--- src/rtl/lbk_pkg.sv ---
package lbk_pkg;
   localparam int B_W_DEF   = 8;
   localparam int D_W_DEF   = 2;
   localparam int REG_W_DEF = 8;
   localparam int CH_NUM    = 3;
   // control bit positions (decoded by steering)
   localparam int BIT_TRANSP = 0;
   localparam int BIT_FULL   = 1;
   localparam int BIT_LB2    = 2;
   localparam int BIT_LB1    = 3;
   localparam int CTL_W      = 4;
   typedef struct packed {
      logic lb1;
      logic lb2;
      logic full;
      logic transp;
   } lbk_cfg_t;
endpackage

--- src/rtl/lbk_ctl_regs.sv ---
module lbk_ctl_regs #(
   parameter int REG_W  = 8,
   parameter int ADDR_W = 1
) (
   input  logic              clk,
   input  logic              rst,
   input  logic              wr_en,
   input  logic [ADDR_W-1:0] wr_addr,
   input  logic [REG_W-1:0]  wr_data,
   input  logic [ADDR_W-1:0] rd_addr,
   output logic [REG_W-1:0]  rd_data,
   output lbk_pkg::lbk_cfg_t cfg,
   output logic              crc_bit
);
   import lbk_pkg::*;

   if (REG_W < CTL_W) begin : g_bad_w
      $error("REG_W too small for the control field");
   end

   logic [CTL_W-1:0] ctl_q;
   logic             rtn_q;
   logic             rtn_prev_q;
   logic             crc_q;
   logic             clr;
   logic             wr_ctl;
   logic             wr_misc;

   assign wr_ctl  = wr_en && (wr_addr == ADDR_W'(0));
   assign wr_misc = wr_en && (wr_addr == ADDR_W'(1));
   assign clr     = rtn_prev_q & ~rtn_q;

   always_ff @(posedge clk) begin
      if (rst) begin
         ctl_q      <= '0;
         rtn_q      <= 1'b0;
         rtn_prev_q <= 1'b0;
         crc_q      <= 1'b0;
      end else begin
         rtn_prev_q <= rtn_q;
         if (wr_misc) rtn_q <= wr_data[0];
         if (clr) begin
            ctl_q <= '0;
            crc_q <= 1'b0;
         end else begin
            if (wr_ctl)  ctl_q <= wr_data[CTL_W-1:0];
            if (wr_misc) crc_q <= wr_data[1];
         end
      end
   end

   always_comb begin
      rd_data = '0;
      if (rd_addr == ADDR_W'(0)) rd_data[CTL_W-1:0] = ctl_q;
      else if (rd_addr == ADDR_W'(1)) begin
         rd_data[0] = rtn_q;
         rd_data[1] = crc_q;
      end
   end

   assign cfg.lb1    = ctl_q[BIT_LB1];
   assign cfg.lb2    = ctl_q[BIT_LB2];
   assign cfg.full   = ctl_q[BIT_FULL];
   assign cfg.transp = ctl_q[BIT_TRANSP];
   assign crc_bit    = crc_q;


   clr_wipes_chk: assert property (@(posedge clk) disable iff (rst)
      $fell(rtn_q) |=> (ctl_q == '0) && !crc_q);

   clr_single_chk: assert property (@(posedge clk) disable iff (rst)
      clr |=> !clr);
endmodule

--- src/rtl/lbk_chan_steer.sv ---
module lbk_chan_steer #(
   parameter int W = 8
) (
   input  logic         loop_sel,
   input  logic         line_idle,
   input  logic [W-1:0] port_rx,
   input  logic [W-1:0] line_rx,
   output logic [W-1:0] port_tx_d,
   output logic [W-1:0] line_tx_d
);
   if (W < 1) begin : g_bad_w
      $error("channel width must be positive");
   end

   assign port_tx_d = loop_sel  ? port_rx : line_rx;
   assign line_tx_d = line_idle ? {W{1'b1}} : port_rx;
endmodule

--- src/rtl/lbk_frame_reg.sv ---
module lbk_frame_reg #(
   parameter int W = 18
) (
   input  logic         clk,
   input  logic         rst,
   input  logic         fsync,
   input  logic [W-1:0] port_d,
   input  logic [W-1:0] line_d,
   output logic [W-1:0] port_q,
   output logic [W-1:0] line_q
);
   always_ff @(posedge clk) begin
      if (rst) begin
         port_q <= '1;
         line_q <= '1;
      end else if (fsync) begin
         port_q <= port_d;
         line_q <= line_d;
      end
   end


   hold_port_chk: assert property (@(posedge clk) disable iff (rst)
      !fsync |=> $stable(port_q));

   hold_line_chk: assert property (@(posedge clk) disable iff (rst)
      !fsync |=> $stable(line_q));
endmodule

--- src/rtl/lbk_2bd_loopback.sv ---
module lbk_2bd_loopback #(
   parameter int B_W    = lbk_pkg::B_W_DEF,
   parameter int D_W    = lbk_pkg::D_W_DEF,
   parameter int REG_W  = lbk_pkg::REG_W_DEF,
   parameter int ADDR_W = 1,
   localparam int FR_W  = 2*B_W + D_W
) (
   input  logic              clk,
   input  logic              rst,
   input  logic              fsync,
   input  logic [FR_W-1:0]   port_rx,
   input  logic [FR_W-1:0]   line_rx,
   output logic [FR_W-1:0]   port_tx,
   output logic [FR_W-1:0]   line_tx,
   input  logic              wr_en,
   input  logic [ADDR_W-1:0] wr_addr,
   input  logic [REG_W-1:0]  wr_data,
   input  logic [ADDR_W-1:0] rd_addr,
   output logic [REG_W-1:0]  rd_data,
   output logic              crc_corrupt
);
   import lbk_pkg::*;

   if (ADDR_W < 1) begin : g_bad_a
      $error("ADDR_W must be at least 1");
   end

   lbk_cfg_t        cfg;
   logic            any_loop;
   logic            idle_line;
   logic [FR_W-1:0] port_d;
   logic [FR_W-1:0] line_d;

   lbk_ctl_regs #(.REG_W(REG_W), .ADDR_W(ADDR_W)) u_regs (
      .clk(clk), .rst(rst), .wr_en(wr_en), .wr_addr(wr_addr),
      .wr_data(wr_data), .rd_addr(rd_addr), .rd_data(rd_data),
      .cfg(cfg), .crc_bit(crc_corrupt)
   );

   assign any_loop  = cfg.full | cfg.lb1 | cfg.lb2;
   assign idle_line = any_loop & ~cfg.transp;

   // channel 0 = D (low bits), 1 = B2, 2 = B1 (high bits)
   for (genvar c = 0; c < CH_NUM; c++) begin : g_ch
      localparam int W  = (c == 0) ? D_W : B_W;
      localparam int LO = (c == 0) ? 0 : (c == 1) ? D_W : D_W + B_W;
      logic sel;
      if (c == 0) begin : g_d
         assign sel = cfg.full;
      end else if (c == 1) begin : g_b2
         assign sel = cfg.full | cfg.lb2;
      end else begin : g_b1
         assign sel = cfg.full | cfg.lb1;
      end
      lbk_chan_steer #(.W(W)) u_steer (
         .loop_sel(sel), .line_idle(idle_line),
         .port_rx(port_rx[LO +: W]), .line_rx(line_rx[LO +: W]),
         .port_tx_d(port_d[LO +: W]), .line_tx_d(line_d[LO +: W])
      );
   end

   lbk_frame_reg #(.W(FR_W)) u_out (
      .clk(clk), .rst(rst), .fsync(fsync),
      .port_d(port_d), .line_d(line_d),
      .port_q(port_tx), .line_q(line_tx)
   );


   full_loop_chk: assert property (@(posedge clk) disable iff (rst)
      (fsync && cfg.full) |=> (port_tx == $past(port_rx)));

   idle_ones_chk: assert property (@(posedge clk) disable iff (rst)
      (fsync && any_loop && !cfg.transp) |=> (line_tx == '1));

   normal_line_chk: assert property (@(posedge clk) disable iff (rst)
      (fsync && !any_loop) |=> (line_tx == $past(port_rx)));
endmodule

--- config.mk ---
export PLATFORM = sky130hd
export DESIGN_NAME = lbk_2bd_loopback
export DESIGN_NICKNAME = d
export VERILOG_FILES = /design/src/rtl/lbk_pkg.sv /design/src/rtl/lbk_ctl_regs.sv /design/src/rtl/lbk_chan_steer.sv /design/src/rtl/lbk_frame_reg.sv /design/src/rtl/lbk_2bd_loopback.sv
export SDC_FILE = /design/constraint.sdc
export NUM_CORES = 1
export LEC_CHECK = 0
export BUFFER_PORTS_ARGS = -buffer_cell sky130_fd_sc_hd__buf_4
export CAP_MARGIN = 20
export CORE_UTILIZATION = 45
export CTS_CLUSTER_DIAMETER = 30
export DETAILED_ROUTE_END_ITERATION = 16
export PLACE_DENSITY = 0.85
export SLEW_MARGIN = 25
export SYNTH_ARGS = -nofsm -noshare
export SYNTH_HDL_FRONTEND = slang
export SYNTH_SLANG_ARGS = --single-unit
--- constraint.sdc ---
create_clock -name clk -period 2.3 [get_ports clk]
set_clock_uncertainty 0.15 [all_clocks]
set_input_delay 0.23 -clock clk [delete_from_list [all_inputs] [get_ports clk]]
set_output_delay 0.23 -clock clk [all_outputs]
set_load 0.1 [all_outputs]
* Word-level counts from Yosys, hierarchy flattened
Index checks and enable logic that the tools add are counted.
Word-level totals: output and inout bits 45, register bits after elaboration 43
Cells by class: mux-type cells 8, reduce and logical (&&, ||, !) cells 3, bitwise logic cells 8
Operators by type and width (count):
- $mux W8 | 4
- $mux W2 | 4
- $not A1 Y1 | 3
- $or A1 B1 Y1 | 3
- $and A1 B1 Y1 | 2
- $logic_and A1 B1 Y1 | 2
- $reduce_or A2 Y1 | 1

* Depth between registers and ports, before layout
word-level depth 4, gate-level depth with buffers 5

* Hierarchy
Synthesis repeated with hierarchy kept, for this count alone.
Second synthesis, totals: cell total of the unflattened synthesis 198, area, all modules 2105.8 sq um
By module, submodules not included:
- lbk_frame_reg | seq. area each 720.7 sq um, area an instance 1351.3 sq um, instances 1, cells each 120
- lbk_chan_steer (g_ch[1].u_steer ...) | seq. area each 0.0 sq um, area an instance 181.4 sq um, instances 2, cells each 17
- lbk_ctl_regs | seq. area each 140.1 sq um, area an instance 335.3 sq um, instances 1, cells each 36
- lbk_chan_steer (g_ch[0].u_steer) | seq. area each 0.0 sq um, area an instance 35.0 sq um, instances 1, cells each 4
- lbk_2bd_loopback | seq. area each 0.0 sq um, area an instance 21.3 sq um, instances 1, cells each 4

* Worst setup path before layout
Ideal clock, no wire load.
kind register to output, start point register u_regs.ctl_q[2], in the netlist u_regs.cfg[2], end point output rd_data[2], setup slack -0.080 ns, arrival 2.000 ns, cell stages (with the launch flop) 3, path through dfxtp_1 clkbuf_1 nor2b_1
Between the ends: cells in the longest elaborated chain, start to end 1
Ends and longest elaborated chain:
- start, declared | RTL line lbk_ctl_regs.sv:21 | logic [CTL_W-1:0] ctl_q;
- start signal, assigned | RTL line lbk_ctl_regs.sv:46 | if (wr_ctl) ctl_q <= wr_data[CTL_W-1:0];
- $mux W2 | RTL line lbk_ctl_regs.sv:54 | if (rd_addr == ADDR_W'(0)) rd_data[CTL_W-1:0] = ctl_q;
- end, declared | RTL line lbk_2bd_loopback.sv:19 | output logic [REG_W-1:0] rd_data,
No other way between the ends.

* Worst setup path in the final report
start point register u_regs.ctl_q[1], in the netlist u_regs.cfg[1], end point output rd_data[1]
Same word-level chain as after synthesis.

==> run summary <==
clock latency at the later pin of the worst-skew pair = 0.30 ns
vias in the first global route = 1,615
I/O pin cnt = 95
die area = 0.004267 sq mm
Seq cells post-synth = 43
Max Used Layer = met4
WL met2 = 2300 um
Clock Path Buffers = 2
Setup WS pre-CTS = 0.5325 ns
Tmin final = 1.989 ns
WHS Endpoint = u_out.line_q[0]
Worst-path clk slew = 0.08 ns
Yosys top cell by area = dfxtp_1
number of design-rule violations left by the first detailed-router iteration = 83
Reg2Reg Depth = 3
register-to-register setup slack = 0.51 ns
setup TNS = 0 ns
max-cap violations = 0
LEAKAGE = 0.001088 uW
commonest non-fill, non-tap cell in the layout = buf_4
YS warnings = 0
TritonCTS buffer count = 5
Cells after Synth = 188
fin util = 0.6758
WP data arrival = 1.61 ns
critical path class = register to output pin
Multi-input gate area = 815.8 sq um
gr usage total = 0.2325
first-pass GRT wire length = 7507 um
largest net degree at the start of global routing = 36
total gr overflow = 0
status = finished, final reports clean
Clock Sinks = 43
worst setup margin = 0.3105 ns
Distinct cells, synth = 25
FF-to-FF End = u_out.line_q[5]
hold depth = 2
Hold-fix buffers, CTS = 0
worst vdd ir = 428.7 uV
Worst Setup SP = u_regs.cfg[1]
routed len/inst = 15.10 um
wire length on met3 = 370 um
CP Launch Type = register
port bufs = 86
top-area cell type share of the netlist area = 0.4771
unrepaired setup endpoints after global routing = false
CTS tree = done
Syn-to-layout area delta = 40.22%
CP max FO = 16
initial antenna violation count = 0
RR Startpoint = u_regs.cfg[1]
n_diodes = 0
Placer Congestion = 0.7233
vias per inst = 5.524
M1 wire length = 2008 um
Final Max Tran Viols = 0
worst path required time = 1.92 ns
clk root buf = clkbuf_8
fill count = 328
DRT Pass-1 Iters = 4
# DRC = 0
setup bufs post-CTS = 0
sequential element share of the synthesized area = 0.4771
std cell rows = 22
Antenna Violating Nets Remaining = 0
core box area = 0.003744 sq mm
Crit. End Element = output pin
Seq. cell area = 860.8 sq um
Die Wd = 65.32 um
Fmax = 502.6 MHz
worst-margin pin slew = 0.6816 ns
HP Class = input port to register
Pwr Density = 867.0 mW/mm^2
Slew headroom = 0.5456
via count = 1,729
Starting Density = 0.4820
Cells after DPL = 305
die span in y = 65.32 um
mapped cell area = 0.001804 sq mm
most frequent cells in the layout = buf_4, dfxtp_1, nand2_1, o22a_1, a211o_1
Synth Area per Inst = 9.597 sq um
hold_sp = port_rx[0]
largest cells by area after synthesis = dfxtp_1, a211o_1, o22a_1, o211ai_1, nand2_1
PostCTS Resize Cnt = 0
# setup viols final = 0
Nets = 314
Finished Layout Cells = 313
share of layout cells above drive strength 1 = 0.3774
HPWL Detailed = 3281 um
CTS H-Tree Depth = 2
final worst path period share = 0.8650
drt total wl = 4726 um
Hold Vio Cnt, Final = 0
==> registers in the layout (all words and copies together) (netlist names) <==
signal and count:
u_out.line_q 18, u_regs.crc_bit 1, u_regs.cfg 4, u_regs.rtn_prev_q 1
u_regs.rtn_q 1, u_out.port_q 18
==> cells by family (layout without fill, tap and decap cells) <==
logic type / Yosys count / count (layout) / synth area share
AOI/OAI and AO/OA: 76 / 76 / 0.3155
buffers and inverters: 23 / 97 / 0.07975
DFF: 43 / 43 / 0.4771
muxes: 4 / 4 / 0.02358
other: 1 / 4 / 0.002078
and+or+nand+nor: 41 / 41 / 0.1019
==> worst max-delay path, stage by stage, from the launching register on <==
cell     delay, ns
dfxtp_1       0.75
mux2_2        0.27
buf_4         0.28
==> synth_stat cells, drive strengths merged <==
cell	instances
o21ai	17
mux2i	2
inv	2
a21oi	6
and2b	1
nand2	27
or2	3
o211ai	16
buf	15
nor3	1
nor2b	3
a211o	18
a21o	1
nor2	3
mux2	2
clkbuf	6
nand2b	1
o22a	18
dfxtp	43
conb	1
nand3	2
==> worst max path at each step <==
stage          slack, ns  depth (start not counted)         endpoint
3_5_place_dp        0.53                          3  u_out.line_q[5]
6_report            0.31                          2       rd_data[1]
5_1_grt             0.24                          2       rd_data[1]
3_3_place_gp        0.60                          3  u_out.port_q[7]
2_1_floorplan       0.32                          1       rd_data[1]
4_1_cts             0.29                          2       rd_data[1]
==> stage by stage <==
| step | hold WS, ns | cell area (sq um) | total power, uW |
|---|---|---|---|
| 2_1_floorplan | 0.2160 | 1821 | 1360 |
| 3_3_place_gp | 0.2946 | 2397 | 1508 |
| 3_5_place_dp | 0.3032 | 2397 | 1516 |
| 4_1_cts | 0.006960 | 2530 | 2199 |
| 5_1_grt | 0.009262 | 2530 | 2263 |
| 6_report | 0.009978 | 2530 | 2194 |
==> metal layers <==
| layer | GRT usage | vias up |
|---|---|---|
| met1 | 0.2711 | 822 |
| met5 | 0 | - |
| met3 | 0.05729 | 6 |
| met2 | 0.4021 | 77 |
| li1 | - | 824 |
| met4 | 0.09783 | 0 |
==> layout make-up <==
| cell class | instances | area share |
|---|---|---|
| sequential | 43 | 0.3403 |
| multi-input combinational | 125 | 0.3225 |
| timing repair buffer | 87 | 0.2582 |
| clock buffer | 6 | 0.02868 |
| clock inverter | 2 | 0.02374 |
| tap | 48 | 0.02374 |
| inverter | 2 | 0.002967 |
==> power by group <==
group	internal, uW	switching [uW]
clock	434	261
sequential	795	37.6
combinational	169	497
total	1400	795
Power figures use the tool's default switching activity.
